$ cat src/rtl/pid_pkg.sv
package pid_pkg;

  localparam int SCALE_W = 3;

  localparam int BIT_EN     = 0;
  localparam int BIT_CPU    = 1;
  localparam int BIT_FORCE  = 2;
  localparam int BIT_POFF   = 3;
  localparam int BIT_IOFF   = 4;
  localparam int BIT_DOFF   = 5;
  localparam int BIT_ISTALL = 6;
  localparam int BIT_DSTALL = 7;
  localparam int BIT_NL     = 8;
  localparam int BIT_SCALE  = 9;

  localparam int ADDR_CTRL   = 0;
  localparam int ADDR_SAMPLE = 1;
  localparam int ADDR_COEF0  = 2;
  localparam int NUM_COEF    = 3;

  typedef struct packed {
    logic capture;
    logic compute;
  } strobe_t;

  typedef struct packed {
    logic               enable;
    logic               useCpu;
    logic               pOff;
    logic               iOff;
    logic               dOff;
    logic               iStall;
    logic               dStall;
    logic               nlMode;
    logic [SCALE_W-1:0] scale;
  } cfg_t;

endpackage

$ cat src/rtl/pid_ctrl.sv
module pid_ctrl
  import pid_pkg::*;
#(
  parameter int DATA_W = 16,
  parameter int ADDR_W = 3
) (
  input  logic                     clk,
  input  logic                     rstN,
  input  logic                     wrEn,
  input  logic [ADDR_W-1:0]        wrAddr,
  input  logic [DATA_W-1:0]        wrData,
  input  logic                     adcValid,
  output strobe_t                  strobes,
  output cfg_t                     cfg,
  output logic                     forcePend,
  output logic signed [DATA_W-1:0] cpuSample,
  output logic signed [DATA_W-1:0] kp,
  output logic signed [DATA_W-1:0] ki,
  output logic signed [DATA_W-1:0] kd
);

  localparam int CTRL_USED = BIT_SCALE + SCALE_W;

  logic ctrlSel;
  logic sampleSel;
  logic trigger;
  logic computeQ;
  logic signed [DATA_W-1:0] coef [NUM_COEF];
  logic unusedCtrlHigh;

  assign ctrlSel   = wrEn && (wrAddr == ADDR_W'(ADDR_CTRL));
  assign sampleSel = wrEn && (wrAddr == ADDR_W'(ADDR_SAMPLE));
  assign unusedCtrlHigh = ^wrData[DATA_W-1:CTRL_USED];

  // Configuration bits (R1 reset values, R11 mode bit)
  always_ff @(posedge clk or negedge rstN) begin
    if (!rstN) begin
      cfg.enable <= 1'b1;
      cfg.useCpu <= 1'b0;
      cfg.pOff   <= 1'b0;
      cfg.iOff   <= 1'b0;
      cfg.dOff   <= 1'b0;
      cfg.iStall <= 1'b0;
      cfg.dStall <= 1'b0;
      cfg.nlMode <= 1'b0;
      cfg.scale  <= '0;
    end else if (ctrlSel) begin
      cfg.enable <= wrData[BIT_EN];
      cfg.useCpu <= wrData[BIT_CPU];
      cfg.pOff   <= wrData[BIT_POFF];
      cfg.iOff   <= wrData[BIT_IOFF];
      cfg.dOff   <= wrData[BIT_DOFF];
      cfg.iStall <= wrData[BIT_ISTALL];
      cfg.dStall <= wrData[BIT_DSTALL];
      cfg.nlMode <= wrData[BIT_NL];
      cfg.scale  <= wrData[BIT_SCALE +: SCALE_W];
    end
  end

  // Force start: lives for one cycle, then clears itself
  always_ff @(posedge clk or negedge rstN) begin
    if (!rstN)        forcePend <= 1'b0;
    else if (ctrlSel) forcePend <= wrData[BIT_FORCE];
    else              forcePend <= 1'b0;
  end

  always_ff @(posedge clk or negedge rstN) begin
    if (!rstN)          cpuSample <= '0;
    else if (sampleSel) cpuSample <= wrData;
  end

  always_ff @(posedge clk or negedge rstN) begin
    if (!rstN) begin
      for (int g = 0; g < NUM_COEF; g++) coef[g] <= '0;
    end else if (wrEn) begin
      for (int g = 0; g < NUM_COEF; g++)
        if (wrAddr == ADDR_W'(ADDR_COEF0 + g)) coef[g] <= wrData;
    end
  end

  assign kp = coef[0];
  assign ki = coef[1];
  assign kd = coef[2];

  // Trigger gating: latch now, compute on the next edge
  assign trigger = cfg.enable && (adcValid || forcePend);

  always_ff @(posedge clk or negedge rstN) begin
    if (!rstN) computeQ <= 1'b0;
    else       computeQ <= trigger;
  end

  assign strobes.capture = trigger;
  assign strobes.compute = computeQ;

endmodule

$ cat src/rtl/pid_datapath.sv
module pid_datapath
  import pid_pkg::*;
#(
  parameter int DATA_W = 16,
  parameter int ACC_W  = 32,
  parameter int OUT_W  = 24
) (
  input  logic                     clk,
  input  logic                     rstN,
  input  strobe_t                  strobes,
  input  cfg_t                     cfg,
  input  logic signed [DATA_W-1:0] adcErr,
  input  logic signed [DATA_W-1:0] cpuSample,
  input  logic signed [DATA_W-1:0] kp,
  input  logic signed [DATA_W-1:0] ki,
  input  logic signed [DATA_W-1:0] kd,
  output logic                     outValid,
  output logic signed [OUT_W-1:0]  dutyOut,
  output logic                     satStatus,
  output logic signed [ACC_W-1:0]  iHist
);

  localparam int MUL_W     = 2 * DATA_W + 1;
  localparam int WIDE_W    = ((MUL_W > ACC_W + 2) ? MUL_W : ACC_W + 2) + 1;
  localparam int SHIFT_MAX = 1 << (SCALE_W - 1);
  localparam int EXT_W     = WIDE_W + SHIFT_MAX;

  localparam logic signed [WIDE_W-1:0] ACC_MAX =
    {{(WIDE_W-ACC_W+1){1'b0}}, {(ACC_W-1){1'b1}}};
  localparam logic signed [WIDE_W-1:0] ACC_MIN =
    {{(WIDE_W-ACC_W+1){1'b1}}, {(ACC_W-1){1'b0}}};
  localparam logic signed [EXT_W-1:0] OUT_MAX =
    {{(EXT_W-OUT_W+1){1'b0}}, {(OUT_W-1){1'b1}}};
  localparam logic signed [EXT_W-1:0] OUT_MIN =
    {{(EXT_W-OUT_W+1){1'b1}}, {(OUT_W-1){1'b0}}};

  function automatic logic signed [ACC_W-1:0] clampAcc(input logic signed [WIDE_W-1:0] v);
    if (v > ACC_MAX)      return ACC_MAX[ACC_W-1:0];
    else if (v < ACC_MIN) return ACC_MIN[ACC_W-1:0];
    else                  return v[ACC_W-1:0];
  endfunction

  logic signed [DATA_W-1:0] sampleReg;
  logic signed [DATA_W-1:0] ePrev;
  logic signed [ACC_W-1:0]  iAcc;
  logic signed [ACC_W-1:0]  dHold;

  logic signed [WIDE_W-1:0] pProd, iProd, dDiff, dProd, iSum, uSum;
  logic signed [ACC_W-1:0]  pTerm, iNext, dNext;
  logic signed [DATA_W-1:0] ePrevNext;
  logic signed [EXT_W-1:0]  uExt, uShift;
  logic [SCALE_W-1:0]       leftAmt;
  logic signed [OUT_W-1:0]  dutyNext;
  logic                     satNext;
  logic                     unusedCfg;

  assign unusedCfg = cfg.enable ^ cfg.nlMode;

  // Term arithmetic
  always_comb begin
    pProd = WIDE_W'(kp) * WIDE_W'(sampleReg);
    iProd = WIDE_W'(ki) * WIDE_W'(sampleReg);
    dDiff = WIDE_W'(sampleReg) - WIDE_W'(ePrev);
    dProd = WIDE_W'(kd) * dDiff;
    iSum  = WIDE_W'(iAcc) + iProd;
  end

  // Off and stall selection; off has priority over stall
  always_comb begin
    pTerm = cfg.pOff ? '0 : clampAcc(pProd);

    if (cfg.iOff)        iNext = '0;
    else if (cfg.iStall) iNext = iAcc;
    else                 iNext = clampAcc(iSum);

    if (cfg.dOff) begin
      dNext     = '0;
      ePrevNext = '0;
    end else if (cfg.dStall) begin
      dNext     = dHold;
      ePrevNext = ePrev;
    end else begin
      dNext     = clampAcc(dProd);
      ePrevNext = sampleReg;
    end
  end

  // Sum, signed shift and output clamp
  always_comb begin
    uSum    = WIDE_W'(pTerm) + WIDE_W'(iNext) + WIDE_W'(dNext);
    uExt    = EXT_W'(uSum);
    leftAmt = ~cfg.scale + SCALE_W'(1);
    if (cfg.scale[SCALE_W-1]) uShift = uExt <<< leftAmt;
    else                      uShift = uExt >>> cfg.scale;

    if (uShift > OUT_MAX) begin
      dutyNext = OUT_MAX[OUT_W-1:0];
      satNext  = 1'b1;
    end else if (uShift < OUT_MIN) begin
      dutyNext = OUT_MIN[OUT_W-1:0];
      satNext  = 1'b1;
    end else begin
      dutyNext = uShift[OUT_W-1:0];
      satNext  = 1'b0;
    end
  end

  // Input latch on capture, state update on compute
  always_ff @(posedge clk or negedge rstN) begin
    if (!rstN) begin
      sampleReg <= '0;
      ePrev     <= '0;
      iAcc      <= '0;
      dHold     <= '0;
      dutyOut   <= '0;
      satStatus <= 1'b0;
      outValid  <= 1'b0;
    end else begin
      outValid <= strobes.compute;
      if (strobes.capture)
        sampleReg <= cfg.useCpu ? cpuSample : adcErr;
      if (strobes.compute) begin
        iAcc      <= iNext;
        dHold     <= dNext;
        ePrev     <= ePrevNext;
        dutyOut   <= dutyNext;
        satStatus <= satNext;
      end
    end
  end

  assign iHist = iAcc;

endmodule

$ cat src/rtl/trig_pid.sv
module trig_pid
  import pid_pkg::*;
#(
  parameter int DATA_W = 16,
  parameter int ACC_W  = 32,
  parameter int OUT_W  = 24,
  parameter int ADDR_W = 3
) (
  input  logic              clk,
  input  logic              rstN,
  input  logic              wrEn,
  input  logic [ADDR_W-1:0] wrAddr,
  input  logic [DATA_W-1:0] wrData,
  input  logic              adcValid,
  input  logic [DATA_W-1:0] adcErr,
  output logic              outValid,
  output logic [OUT_W-1:0]  dutyOut,
  output logic              satStatus,
  output logic              nlModeOut
);

  strobe_t strobes;
  cfg_t    cfg;
  logic    forcePend;
  logic signed [DATA_W-1:0] cpuSample, kp, ki, kd;
  logic signed [ACC_W-1:0]  iHist;
  logic signed [OUT_W-1:0]  dutySigned;

  pid_ctrl #(.DATA_W(DATA_W), .ADDR_W(ADDR_W)) i_ctrl (
    .clk       (clk),
    .rstN      (rstN),
    .wrEn      (wrEn),
    .wrAddr    (wrAddr),
    .wrData    (wrData),
    .adcValid  (adcValid),
    .strobes   (strobes),
    .cfg       (cfg),
    .forcePend (forcePend),
    .cpuSample (cpuSample),
    .kp        (kp),
    .ki        (ki),
    .kd        (kd)
  );

  pid_datapath #(.DATA_W(DATA_W), .ACC_W(ACC_W), .OUT_W(OUT_W)) i_dp (
    .clk       (clk),
    .rstN      (rstN),
    .strobes   (strobes),
    .cfg       (cfg),
    .adcErr    ($signed(adcErr)),
    .cpuSample (cpuSample),
    .kp        (kp),
    .ki        (ki),
    .kd        (kd),
    .outValid  (outValid),
    .dutyOut   (dutySigned),
    .satStatus (satStatus),
    .iHist     (iHist)
  );

  assign dutyOut   = dutySigned;
  assign nlModeOut = cfg.nlMode;

endmodule

$ cat config.mk
export PLATFORM = sky130hd
export DESIGN_NAME = trig_pid
export DESIGN_NICKNAME = d
export VERILOG_FILES = /design/src/rtl/pid_pkg.sv /design/src/rtl/pid_ctrl.sv /design/src/rtl/pid_datapath.sv /design/src/rtl/trig_pid.sv
export SDC_FILE = /design/constraint.sdc
export NUM_CORES = 2
export LEC_CHECK = 0
export CAP_MARGIN = 40
export CORE_UTILIZATION = 35
export DETAILED_ROUTE_END_ITERATION = 6
export GPL_ROUTABILITY_DRIVEN = 0
export PLACE_DENSITY = 0.5
export SYNTH_ARGS = -nofsm -noshare
export SYNTH_HDL_FRONTEND = slang
export SYNTH_SLANG_ARGS = --single-unit
$ cat constraint.sdc
create_clock -name clk -period 19 [get_ports clk]
set_input_delay 3.8 -clock clk [delete_from_list [all_inputs] [get_ports clk]]
set_output_delay 3.8 -clock clk [all_outputs]
set_load 0.01 [all_outputs]
==> results.sh <==
export IMPL_status="finished clean"
export IMPL_cts_buffer_depth=2
export IMPL_vias=36300
export IMPL_post_cts_setup_buffer_count=0
export IMPL_netlist_area_um2=46700
export IMPL_synth_area_leaders="fa_1, dfrtp_1, ha_1, inv_1, nand2_1"
export IMPL_die_area_um2=135000
export IMPL_ctsHoldBuffers=0
export IMPL_grt_overflow=0
export IMPL_grt_usage=0.222
export IMPL_cts_tree="yes"
export IMPL_drt_total_wl_mm=144
export IMPL_worstPathRequired_ns=19.36
export IMPL_portBuffers=65
export IMPL_start_util=0.354
export IMPL_htreeDepth=4
export IMPL_yosys_cell_count_top_type="inv_1"
export IMPL_path_clk_slew_ns=0.10
export IMPL_fin_nets=6401
export IMPL_cts_buffers_inserted=17
export IMPL_clock_latency_ns=0.51
export IMPL_slew_headroom=0.355
export IMPL_antenna_left=0
export IMPL_async_flop_share=1.00
export IMPL_tns_ns=0
export IMPL_crit_path_frequent_cell="fa_1"
export IMPL_post_synth_num_cell_types=107
export IMPL_synth_top_area_cell="fa_1"
export IMPL_ctsResizeCount=0
export IMPL_routed_via_density=5.23
export IMPL_dr_pass1_iters=6
export IMPL_hpwl_mm=116
export IMPL_synthToLayoutAreaGrowth_pct=7.26
export IMPL_path_max_fanout=34
export IMPL_first_global_vias=37900
export IMPL_cp_end_kind="flop"
export IMPL_hold_violations=0
export IMPL_grt_pass1_wl_mm=232
export IMPL_avgSynthCellArea_um2=8.86
export IMPL_max_freq_mhz=60.7
export IMPL_drv_slew=0
export IMPL_die_w_um=367
export IMPL_clock_sinks=199
export IMPL_setup_worst_path_start="i_dp.sampleReg[0]"
export IMPL_synthFlopType="dfrtp_1"
export IMPL_die_y_um=367
export IMPL_antenna_found_initial=9
export IMPL_netlist_instances=5268
export IMPL_yosysWarnings=0
export IMPL_cp_start_kind="flop"
export IMPL_synth_common_cells="inv_1, fa_1, nand2_1, ha_1, and2_1"
export IMPL_fillers=13500
export IMPL_grt_max_degree=96
export IMPL_synth_edf_count=0
export IMPL_ys_ff_latch=199
export IMPL_cpPeakStageDelay_ns=0.63
export IMPL_min_from="i_dp.dHold[25]"
export IMPL_ctsRootBufferMaster="clkbuf_16"
export IMPL_first_iter_violations=2697
export IMPL_rows=133
export IMPL_seqCellArea_um2=4980
export IMPL_rsz0062_at_grt="no"
export IMPL_multiInputGateArea_um2=37000
export IMPL_crit_slowest_cell="or4_1"
export IMPL_critPathArrivalTime_ns=16.84
export IMPL_remaining_drc_errors=0
export IMPL_tightest_slew_ns=0.961
export IMPL_reg2reg_from="i_dp.sampleReg[0]"
export IMPL_ys_seq_area_frac=0.107
export IMPL_stdcell_count=6951
export IMPL_synth_net_count=6488
export IMPL_core_um2=132000
export IMPL_period_share=0.867
export IMPL_finalSetupViolations=0
export IMPL_worst_setup_path_type="reg -> reg"
export IMPL_wl_per_cell_um=20.8
export IMPL_worstHoldPathType="reg -> reg"
export IMPL_clock_skew_ns=0.0260
export IMPL_fin_crit_ns=16.48
export IMPL_synthDominantCellAreaShare=0.370
export IMPL_layout_drive_gt1_share=0.0554
export IMPL_max_cap_violations=0
export IMPL_dp_cells=6917
export IMPL_io_pins=66
==> state kept, by name (all words and copies together) (netlist names) <==
| register | flops |
|---|---|
| i_dp.dHold | 32 |
| i_dp.iHist | 32 |
| i_dp.dutyOut | 24 |
| i_ctrl.cpuSample | 16 |
| i_ctrl.kd | 16 |
| i_ctrl.ki | 16 |
| i_ctrl.kp | 16 |
| i_dp.ePrev | 16 |
| i_dp.sampleReg | 16 |
| i_ctrl.cfg | 11 |
| i_ctrl.computeQ | 1 |
| i_ctrl.forcePend | 1 |
| i_dp.outValid | 1 |
| i_dp.satStatus | 1 |
==> critical path, delay by kind of cell, from the launching register on <==
kind,cells,cell delay (ns)
flip-flops,1,0.33
buffers and inverters,8,1.40
multiplexers,1,0.29
adder cells (fa/ha/maj),12,5.22
AO/OA/AOI/OAI,29,7.70
AND/OR/NAND/NOR,6,1.34
==> cells in the final DEF (no fill, tap or decap), types with 15 or more instances in the layout <==
cell / count
a21o_1: 44
nor3_1: 60
a31oi_1: 22
nor2b_1: 31
o21a_1: 28
nand2b_1: 50
clkdlybuf4s50_1: 64
a22o_1: 16
nand2_1: 669
o221ai_2: 16
xnor2_1: 103
a2bb2oi_1: 32
clkbuf_16: 17
o211ai_1: 35
a211oi_1: 30
fa_1: 864
o21bai_1: 17
and3_1: 38
dfrtp_1: 196
inv_1: 978
nand3_1: 90
ha_1: 317
buf_8: 15
a311oi_1: 17
xor2_1: 29
mux2_2: 71
a21oi_1: 155
nor2_1: 230
o22ai_1: 21
and2_1: 296
buf_4: 77
o21ai_1: 22
nand4_1: 15
o21ai_0: 190
mux2i_1: 53
==> through the flow <==
| step | hold WS (ns) | setup WS (ns) | instance area (um2) | util |
|---|---|---|---|---|
| final | 0.488 | 2.52 | 50100 | 0.380 |
| after global routing | 0.512 | 1.62 | 50100 | 0.380 |
| after CTS | 0.490 | 2.69 | 50100 | 0.380 |
| after detailed placement | 0.471 | 2.81 | 49400 | 0.375 |
| after global placement | 0.465 | 2.48 | 49100 | 0.372 |
| after floorplan | 0.392 | 5.28 | 46700 | - |
==> final cells by class <==
type	count	area share
clock buffers	17	0.00849
repair buffers	163	0.0310
multi-input cells	3815	0.739
flip-flops and latches	199	0.0995
clock inverters	15	0.00430
diodes	2	0.0000999
inverters	985	0.0738
well taps	1755	0.0438
==> per-layer routing <==
metal	part of all wire	vias to the layer above	wire length, um	global-route usage
li1	-	16500	-	-
met1	0.48	18800	69700	0.330
met2	0.45	907	65200	0.350
met3	0.044	135	6390	0.0179
met4	0.021	0	3010	0.0479
met5	0	-	0	0
==> worst paths after layout <==
path | endpoint | slack [ns] | cells past startpoint
worst min-delay path | i_dp.dHold[25] | 0.49 | 2
min in group asynchronous | i_dp.dutyOut[1] | 3.34 | 1
worst max-delay path | i_dp.dutyOut[3] | 2.52 | 56
worst max register to register | i_dp.dutyOut[3] | 2.52 | 56
worst min register to register | i_dp.dHold[25] | 0.49 | 2
max in group asynchronous | i_ctrl.computeQ | 14.51 | 2
==> cells by family (layout without fill, tap and decap cells) <==
logic type / Yosys count / count (layout) / synth area share
and+or+nand+nor: 1559 / 1559 / 0.159
buffers and inverters: 1254 / 1180 / 0.102
adders and majority gates: 1190 / 1190 / 0.457
AOI/OAI and AO/OA: 804 / 804 / 0.119
DFF: 199 / 199 / 0.107
xor gates and xnor gates: 133 / 133 / 0.0249
muxes: 129 / 129 / 0.0307
other: 0 / 2 / 0
Power is not shown: default switching activity piles up to over one toggle a cycle in this logic, so the estimate is an artifact.
